**config.mk**
```make
export PLATFORM = sky130hd
export DESIGN_NAME = seg_xlate
export DESIGN_NICKNAME = d
export VERILOG_FILES = /design/src/rtl/seg_xlate_pkg.sv /design/src/rtl/seg_desc_table.sv /design/src/rtl/seg_bounds_add.sv /design/src/rtl/seg_rsp_stage.sv /design/src/rtl/seg_xlate.sv
export SDC_FILE = /design/constraint.sdc
export NUM_CORES = 1
export LEC_CHECK = 0
export BUFFER_PORTS_ARGS = -buffer_cell sky130_fd_sc_hd__buf_2
export CORE_ASPECT_RATIO = 0.7
export CORE_MARGIN = 2
export CORE_UTILIZATION = 41
export CTS_BUF_LIST = sky130_fd_sc_hd__clkbuf_16
export DETAILED_ROUTE_END_ITERATION = 8
export GPL_ROUTABILITY_DRIVEN = 0
export MAX_ROUTING_LAYER = met4
export PLACE_DENSITY = 0.73
export SLEW_MARGIN = 20
export SYNTH_ARGS = -nofsm -noshare
export SYNTH_HDL_FRONTEND = slang
export SYNTH_SLANG_ARGS = --single-unit
```
**constraint.sdc**
```tcl
create_clock -name clk -period 2.45 [get_ports clk]
set_input_delay 0.1225 -clock clk [delete_from_list [all_inputs] [get_ports clk]]
set_output_delay 0.1225 -clock clk [all_outputs]
set_load 0.05 [all_outputs]
```
**src/rtl/seg_xlate_pkg.sv**
```systemverilog
package seg_xlate_pkg;
  // Outcome of one translation attempt
  typedef enum logic [1:0] {
    XL_OK     = 2'd0,
    XL_NOSEG  = 2'd1,
    XL_BOUNDS = 2'd2
  } xl_cause_e;
endpackage

```
**src/rtl/seg_desc_table.sv**
```systemverilog
module seg_desc_table #(
  parameter int unsigned SEG_W = 2,
  parameter int unsigned OFF_W = 6,
  parameter int unsigned PA_W  = 8,
  localparam int unsigned NSEG  = 1 << SEG_W,
  localparam int unsigned LIM_W = OFF_W + 1
) (
  input  logic             clk,
  input  logic             rst_n,
  input  logic             wr_en,
  input  logic [SEG_W-1:0] wr_seg,
  input  logic [PA_W-1:0]  wr_base,
  input  logic [LIM_W-1:0] wr_limit,
  input  logic             wr_valid,
  input  logic [SEG_W-1:0] rd_seg,
  output logic [PA_W-1:0]  rd_base,
  output logic [LIM_W-1:0] rd_limit,
  output logic             rd_valid
);
  logic [PA_W-1:0]  base_q [NSEG];
  logic [LIM_W-1:0] lim_q  [NSEG];
  logic [NSEG-1:0]  vld_q;

  for (genvar g = 0; g < NSEG; g++) begin : g_entry
    always_ff @(posedge clk or negedge rst_n) begin
      if (!rst_n) begin
        base_q[g] <= '0;
        lim_q[g]  <= '0;
        vld_q[g]  <= 1'b0;
      end else if (wr_en && (wr_seg == SEG_W'(g))) begin
        base_q[g] <= wr_base;
        lim_q[g]  <= wr_limit;
        vld_q[g]  <= wr_valid;
      end
    end
  end

  // Registered storage read combinationally: a same-cycle write is not seen
  assign rd_base  = base_q[rd_seg];
  assign rd_limit = lim_q[rd_seg];
  assign rd_valid = vld_q[rd_seg];
endmodule

```
**src/rtl/seg_bounds_add.sv**
```systemverilog
module seg_bounds_add
  import seg_xlate_pkg::*;
#(
  parameter int unsigned OFF_W = 6,
  parameter int unsigned PA_W  = 8,
  localparam int unsigned LIM_W = OFF_W + 1
) (
  input  logic [OFF_W-1:0] offset,
  input  logic [PA_W-1:0]  base,
  input  logic [LIM_W-1:0] limit,
  input  logic             seg_on,
  output xl_cause_e        cause,
  output logic [PA_W-1:0]  paddr
);
  logic             out_of_range;
  logic [PA_W-1:0]  sum;

  assign out_of_range = ({1'b0, offset} >= limit);
  assign sum          = base + PA_W'(offset);

  always_comb begin
    if (!seg_on)           cause = XL_NOSEG;
    else if (out_of_range) cause = XL_BOUNDS;
    else                   cause = XL_OK;
    paddr = (cause == XL_OK) ? sum : '0;
  end
endmodule

```
**src/rtl/seg_rsp_stage.sv**
```systemverilog
module seg_rsp_stage #(
  parameter int unsigned PA_W = 8
) (
  input  logic            clk,
  input  logic            rst_n,
  input  logic            in_valid,
  output logic            in_ready,
  input  logic [PA_W-1:0] in_paddr,
  input  logic            in_fault,
  output logic            out_valid,
  input  logic            out_ready,
  output logic [PA_W-1:0] out_paddr,
  output logic            out_fault
);
  assign in_ready = !out_valid || out_ready;

  always_ff @(posedge clk or negedge rst_n) begin
    if (!rst_n) begin
      out_valid <= 1'b0;
      out_paddr <= '0;
      out_fault <= 1'b0;
    end else if (in_ready) begin
      out_valid <= in_valid;
      if (in_valid) begin
        out_paddr <= in_paddr;
        out_fault <= in_fault;
      end
    end
  end
endmodule

```
**src/rtl/seg_xlate.sv**
```systemverilog
module seg_xlate
  import seg_xlate_pkg::*;
#(
  parameter int unsigned SEG_W = 2,
  parameter int unsigned OFF_W = 6,
  parameter int unsigned PA_W  = 8,
  localparam int unsigned VA_W  = SEG_W + OFF_W,
  localparam int unsigned LIM_W = OFF_W + 1
) (
  input  logic             clk,
  input  logic             rst_n,
  input  logic             wr_en,
  input  logic [SEG_W-1:0] wr_seg,
  input  logic [PA_W-1:0]  wr_base,
  input  logic [LIM_W-1:0] wr_limit,
  input  logic             wr_valid,
  input  logic             req_valid,
  output logic             req_ready,
  input  logic [VA_W-1:0]  req_vaddr,
  output logic             rsp_valid,
  input  logic             rsp_ready,
  output logic [PA_W-1:0]  rsp_paddr,
  output logic             rsp_fault
);
  logic [SEG_W-1:0] seg;
  logic [OFF_W-1:0] off;
  logic [PA_W-1:0]  d_base;
  logic [LIM_W-1:0] d_limit;
  logic             d_valid;
  xl_cause_e        cause;
  logic [PA_W-1:0]  paddr;

  assign seg = req_vaddr[VA_W-1:OFF_W];
  assign off = req_vaddr[OFF_W-1:0];

  seg_desc_table #(.SEG_W(SEG_W), .OFF_W(OFF_W), .PA_W(PA_W)) u_table (
    .clk(clk), .rst_n(rst_n),
    .wr_en(wr_en), .wr_seg(wr_seg), .wr_base(wr_base),
    .wr_limit(wr_limit), .wr_valid(wr_valid),
    .rd_seg(seg), .rd_base(d_base), .rd_limit(d_limit), .rd_valid(d_valid)
  );

  seg_bounds_add #(.OFF_W(OFF_W), .PA_W(PA_W)) u_check (
    .offset(off), .base(d_base), .limit(d_limit), .seg_on(d_valid),
    .cause(cause), .paddr(paddr)
  );

  seg_rsp_stage #(.PA_W(PA_W)) u_rsp (
    .clk(clk), .rst_n(rst_n),
    .in_valid(req_valid), .in_ready(req_ready),
    .in_paddr(paddr), .in_fault(cause != XL_OK),
    .out_valid(rsp_valid), .out_ready(rsp_ready),
    .out_paddr(rsp_paddr), .out_fault(rsp_fault)
  );
endmodule

```
# Word-level counts from Yosys, hierarchy flattened
# Index checks and enable logic that the tools add are counted.
[totals]
ff_bits = 74
out_inout_bits = 11
input_bits = 31
[op_classes]
bitwise_logic = 1
n_mux = 11
magnitude_cmp = 3
n_reduce_logical = 10
eq_ne = 3
addsub = 1
[ops]
columns = ["op", "count"]
rows = [
  ["8-bit two-way mux", 3],
  ["8-bit binary-select mux with 2-bit select", 1],
  ["7-bit binary-select mux with 2-bit select", 1],
  ["7-bit two-way mux", 2],
  ["8-bit by 6-bit adder with 8-bit output", 1],
  ["6-bit by 7-bit >= comparator with 1-bit output", 1],
  ["2-bit == test, second input constant", 2],
  ["1-bit logical AND", 4],
  ["2-bit logical NOT", 2],
  ["2-bit two-way mux", 2],
  ["3-bit >= comparator, second input constant", 1],
  ["2-bit by 3-bit < comparator with 1-bit output, second input constant", 1],
  ["2-bit inverter with 3-bit output", 1],
  ["1-bit binary-select mux with 2-bit select", 1],
  ["2-bit by 1-bit == test with 1-bit output, second input constant", 1],
  ["2-bit AND reduction", 1],
  ["2-bit nonzero test", 1],
  ["1-bit logical NOT", 1],
  ["1-bit logical OR", 1],
  ["1-bit two-way mux", 1],
]

# Depth between registers and ports, before layout
[depth]
word_depth = 9
depth_mapped = 10
depth_no_buf = 8

# By module
# Synthesis repeated with hierarchy kept, for this count alone.
[hier_totals]
hier_cells = 248
area_unflattened_um2 = 3741.1
[by_module_without_submodules]
columns = ["module", "instances", "area_each_um2", "cells_per_inst"]
rows = [
  ["seg_desc_table", 1, 2792.7, 156],
  ["seg_bounds_add", 1, 516.7, 69],
  ["seg_rsp_stage", 1, 425.4, 22],
  ["seg_xlate", 1, 6.3, 1],
]

# Worst setup path after synthesis
# Ideal clock, no wire load.
[synth_path]
path_kind = "input -> register"
from = "input req_vaddr[6]"
to = "register u_rsp.out_paddr[6]"
setup_slack_ns = -0.075
required_ns = 2.329
n_path_buf = 2
stages = 10
arrival_time_ns = 2.404
path_cell_list = "buf_6 > buf_2 > mux4_2 > ha_1 > fa_1 > a211oi_1 > o21bai_1 > a21oi_1 > xnor2_1 > a22o_1"
[synth_via]
elab_chain_len = 9
word_cells_on_any_way = 15
cone_classes = "1 x add/sub; 1 x order compare; 11 x mux; 1 x bitwise; 1 x reduce/logical"
[synth_lines]
columns = ["element", "line_no", "text"]
rows = [
  ["from (decl)", "seg_xlate.sv:19", "input logic [VA_W-1:0] req_vaddr,"],
  ["2-bit inverter with 3-bit output (not written as such)", "seg_desc_table.sv:39, seg_desc_table.sv:40", ""],
  ["7-bit binary-select mux with 2-bit select", "seg_desc_table.sv:40", "assign rd_limit = lim_q[rd_seg];"],
  ["7-bit two-way mux (not written as such) (2 in series)", "seg_desc_table.sv:40", ""],
  ["6-bit by 7-bit >= comparator with 1-bit output", "seg_bounds_add.sv:18", "assign out_of_range = ({1'b0, offset} >= limit);"],
  ["2-bit two-way mux", "seg_bounds_add.sv:23", "else if (out_of_range) cause = XL_BOUNDS;"],
  ["2-bit two-way mux", "seg_bounds_add.sv:22", "if (!seg_on) cause = XL_NOSEG;"],
  ["2-bit logical NOT", "seg_bounds_add.sv:25", "paddr = (cause == XL_OK) ? sum : '0;"],
  ["8-bit two-way mux *", "seg_bounds_add.sv:25", ""],
  ["to (signal assigned)", "seg_rsp_stage.sv:25", "out_paddr <= in_paddr;"],
  ["to (decl)", "seg_rsp_stage.sv:12", "output logic [PA_W-1:0] out_paddr,"],
]
# Every way passes the cells marked *; elsewhere a longest branch is shown, timed or not. The select of a mux whose other input is x is not followed.
# A chain may end at the register's enable or synchronous reset.

# Worst setup path after layout
[layout_path]
from = "register u_table.base_q[1] (netlist bit)"
to = "register u_rsp.out_paddr[5]"
[layout_via]
elab_chain_len = 5
[layout_lines]
columns = ["element", "line_no", "text"]
rows = [
  ["from (decl)", "seg_desc_table.sv:20", "logic [PA_W-1:0] base_q [NSEG];"],
  ["from (signal, indexed assignment)", "seg_desc_table.sv:31", "base_q[g] <= wr_base;"],
  ["8-bit binary-select mux with 2-bit select", "seg_desc_table.sv:39", "assign rd_base = base_q[rd_seg];"],
  ["8-bit two-way mux (not written as such) (2 in series)", "seg_desc_table.sv:39", ""],
  ["8-bit by 6-bit adder with 8-bit output", "seg_bounds_add.sv:19", "assign sum = base + PA_W'(offset);"],
  ["8-bit two-way mux", "seg_bounds_add.sv:25", ""],
]
# Every way passes these cells. The select of a mux whose other input is x is not followed.

==> flow_summary_export.csv <==
group,metric,value,unit
route,first_pass_iters,4,
route,wl_per_cell,18.54,um
min_path,min_path_type,"input pin to register",
floorplan,die_height,81.64,um
sta,finalSetupViolations,0,
yosys,yosys.area.top_type_share,52.45,%
sta,rsz0062_at_grt,"false",
sta,maxSlewViolCount,0,
floorplan,core_area,8408,sq um
yosys,synthAdderAreaFrac,4.819,%
yosys,synthTopCellsByArea,"dfrtp_1 (52%), mux2_2 (20%), mux4_2 (7.7%)",
cts,ctsRootBufferMaster,"clkbuf_16",
cts,post_cts_buffers,0,
floorplan,rows,28,
worst_setup_path,critPathLaunchType,"register",
floorplan,io_pins,42,
route,drc_errors,0,
yosys,synth_simple_gate_area_share,2.268,%
worst_setup_path,worst-path-max-fanout,2,
global_route,grt_max_degree,45,
run,drv_cap,0,
floorplan,die_w,114.9,um
yosys,synth_mux_area_share,31.04,%
yosys,synth_fp_nets,274,
sta,fin_ws,106.2,ps
min_path,worstHoldStart,"req_valid",
yosys,synth_edf_count,0,
layout,layout.nets,332,
worst_setup_path,endpoint_kind,"register",
cts,cts_tree,"done",
sta,hold_violations,0,
route,ant_nets,0,
worst_setup_path,r2r-end,"u_rsp.out_paddr[5]$_DFFE_PN0P_",
yosys,synth_xor_area_share,1.488,%
sta,tightest_slew,723.2,ps
yosys,synthCells,230,
yosys,ys_warn_count,0,
layout,diodes,0,
worst_setup_path,required,2670,ps
layout,layout_common_cells,"dfrtp_1 (74), mux2_2 (64), buf_2 (41)",
worst_setup_path,r2r_slack,110,ps
route,dr_total_vias,2149,
min_path,min_to,"u_rsp.out_valid$_DFFE_PN0N_",
cts,htreeDepth,3,
yosys,synth_ff_type,"dfrtp_1",
worst_setup_path,arrival,2560,ps
global_route,grt_pass1_vias,2234,
sta,setup_tns,0,ps
route,drt_wl_total,7324,um
placed_design,dp.cells,381,
power_and_ir_drop,p_leak,0.001905,uW
layout,area_growth_syn_to_layout,19.06,%
worst_setup_path,worst-setup-path-type,"register to register",
layout,final_common_cell,"dfrtp_1",
floorplan,start_util,41.99,%
worst_setup_path,r2r_cells,7,
global_route,grt-ovfl-total,0,
outcome,status,"finished clean",
global_route,antenna_found_initial,0,
sta,max_freq,426.7,MHz
yosys,synth_top_family_by_area,"multiplexers",
placed_design,post-dp-hpwl,5243,um
layout,drive_above_1_share,49.66,%
cts,cts_max_path_buffers,2,
cts,clock_latency,330,ps
yosys,syn_area,3531,sq um
sta,maxSlewHeadroom,51.78,%
yosys,ys_async_sr_fraction,100.0,%
power_and_ir_drop,power_density,880.2,nW/um^2
cts,cts_buffers,9,
cts,path_clk_slew,50,ps
worst_setup_path,regToRegStartpoint,"u_table.base_q[1]$_DFFE_PN0P_",
yosys,synth_compound_area_share,5.953,%
route,drtIter0Drc,56,
yosys,ys_seq_area_share,52.45,%
yosys,ys_types,29,
sta,skew,3.182,ps
global_route,grt_first_pass_wirelength,11850,um
placed_design,port_buffers,41,
route,vias_per_cell,5.441,
sta,fin_crit,2344,ps
min_path,holdPathStages,2,
placed_design,dp_slack,36.94,ps
floorplan,die_area,9382,sq um
yosys,avgSynthCellArea,15.35,sq um
power_and_ir_drop,vdd_drop_max,0.4476,mV
cts,clock_sinks,74,
global_route,track_usage,18.13,%
sta,hold_slack,28.77,ps
power_and_ir_drop,total_power,3700,uW
layout,fin_cells,395,
sta,post-route-period-util,95.67,%
yosys,synth_largest_area_cell,"dfrtp_1",
yosys,ys_ff_latch,74,
-- worst max path at each step --
stage / slack (ps) / start / endpoint / cells after the start
finish: 110 / u_table.base_q[1]$_DFFE_PN0P_ / u_rsp.out_paddr[5]$_DFFE_PN0P_ / 7
global route: 20 / u_table.base_q[0]$_DFFE_PN0P_ / u_rsp.out_paddr[6]$_DFFE_PN0P_ / 8
CTS: 20 / u_table.base_q[0]$_DFFE_PN0P_ / u_rsp.out_paddr[6]$_DFFE_PN0P_ / 8
detailed placement: 40 / req_vaddr[6] / u_rsp.out_paddr[6]$_DFFE_PN0P_ / 9
global placement: 100 / req_vaddr[6] / u_rsp.out_paddr[6]$_DFFE_PN0P_ / 9
floorplan: 20 / req_vaddr[6] / u_rsp.out_paddr[6]$_DFFE_PN0P_ / 10
-- critical path: stages (launching register included) --
cell and delay, ps:
dfrtp_1 370, mux4_2 520, ha_1 310, a211oi_1 380
o21bai_1 130, a21oi_1 190, xnor2_1 120, a22o_1 210
-- registers in the layout, summed over array words and instances, names as in the netlist --
| signal | count |
|---|---|
| u_rsp.out_paddr | 8 |
| u_rsp.out_fault | 1 |
| u_table.base_q | 32 |
| u_table.lim_q | 28 |
| u_rsp.out_valid | 1 |
| u_table.vld_q | 4 |
-- Yosys cell counts, types with 2 or more instances --
cell	instances
buf_2	5
mux4_2	12
mux2_2	64
a211oi_1	2
nand2b_1	3
ha_1	12
clkbuf_1	2
dfrtp_1	74
a21oi_1	6
a21o_1	4
mux4_1	4
xnor2_1	5
nand3b_1	2
nand3_1	3
a22o_1	8
inv_1	7
o21ai_0	4
o21bai_1	2
-- what timing repair did --
item                                    in CTS  in global routing
hold endpoints to repair                    30                  0
endpoints found under the setup margin       0                  1
resized for setup                            0                  2
hold buffers                                 1                  0
-- per-layer routing --
metal	up-vias	track usage [%]	wire [um]
met5	-	-	0
li1	984	-	-
met2	46	26.00	3190
met4	0	6.627	98
met1	1109	23.90	3668
met3	10	6.421	366
-- layout make-up --
type | instances | area, sq um
clock inverters | 4 | 15.01
inverters | 7 | 26.28
flip-flops and latches | 74 | 1852
clock buffers | 9 | 225.2
multi-input cells | 141 | 1617
repair buffers | 55 | 337.8
fillers | 724 | 4204
well taps | 105 | 131.4
-- cells by family (layout without fill, tap and decap cells) --
kind of cell,after synthesis,after routing
buf+inv,15,75
fa+ha+maj,13,13
simple gates,13,13
flops,74,74
compound gates,29,29
xor+xnor,6,6
mux,80,80
-- through the flow --
stage | cell area (sq um) | utilization, %
global route | 4204 | 50.00
finish | 4204 | 50.00
global placement | 3946 | 46.93
CTS | 4197 | 49.91
detailed placement | 3946 | 46.93
floorplan | 3535 | -
-- power by group --
part,internal (uW),total [uW],switching (uW)
registers,1470,1590,123
logic,479,1000,522
clock network,652,1100,452
Power figures use the tool's default switching activity.
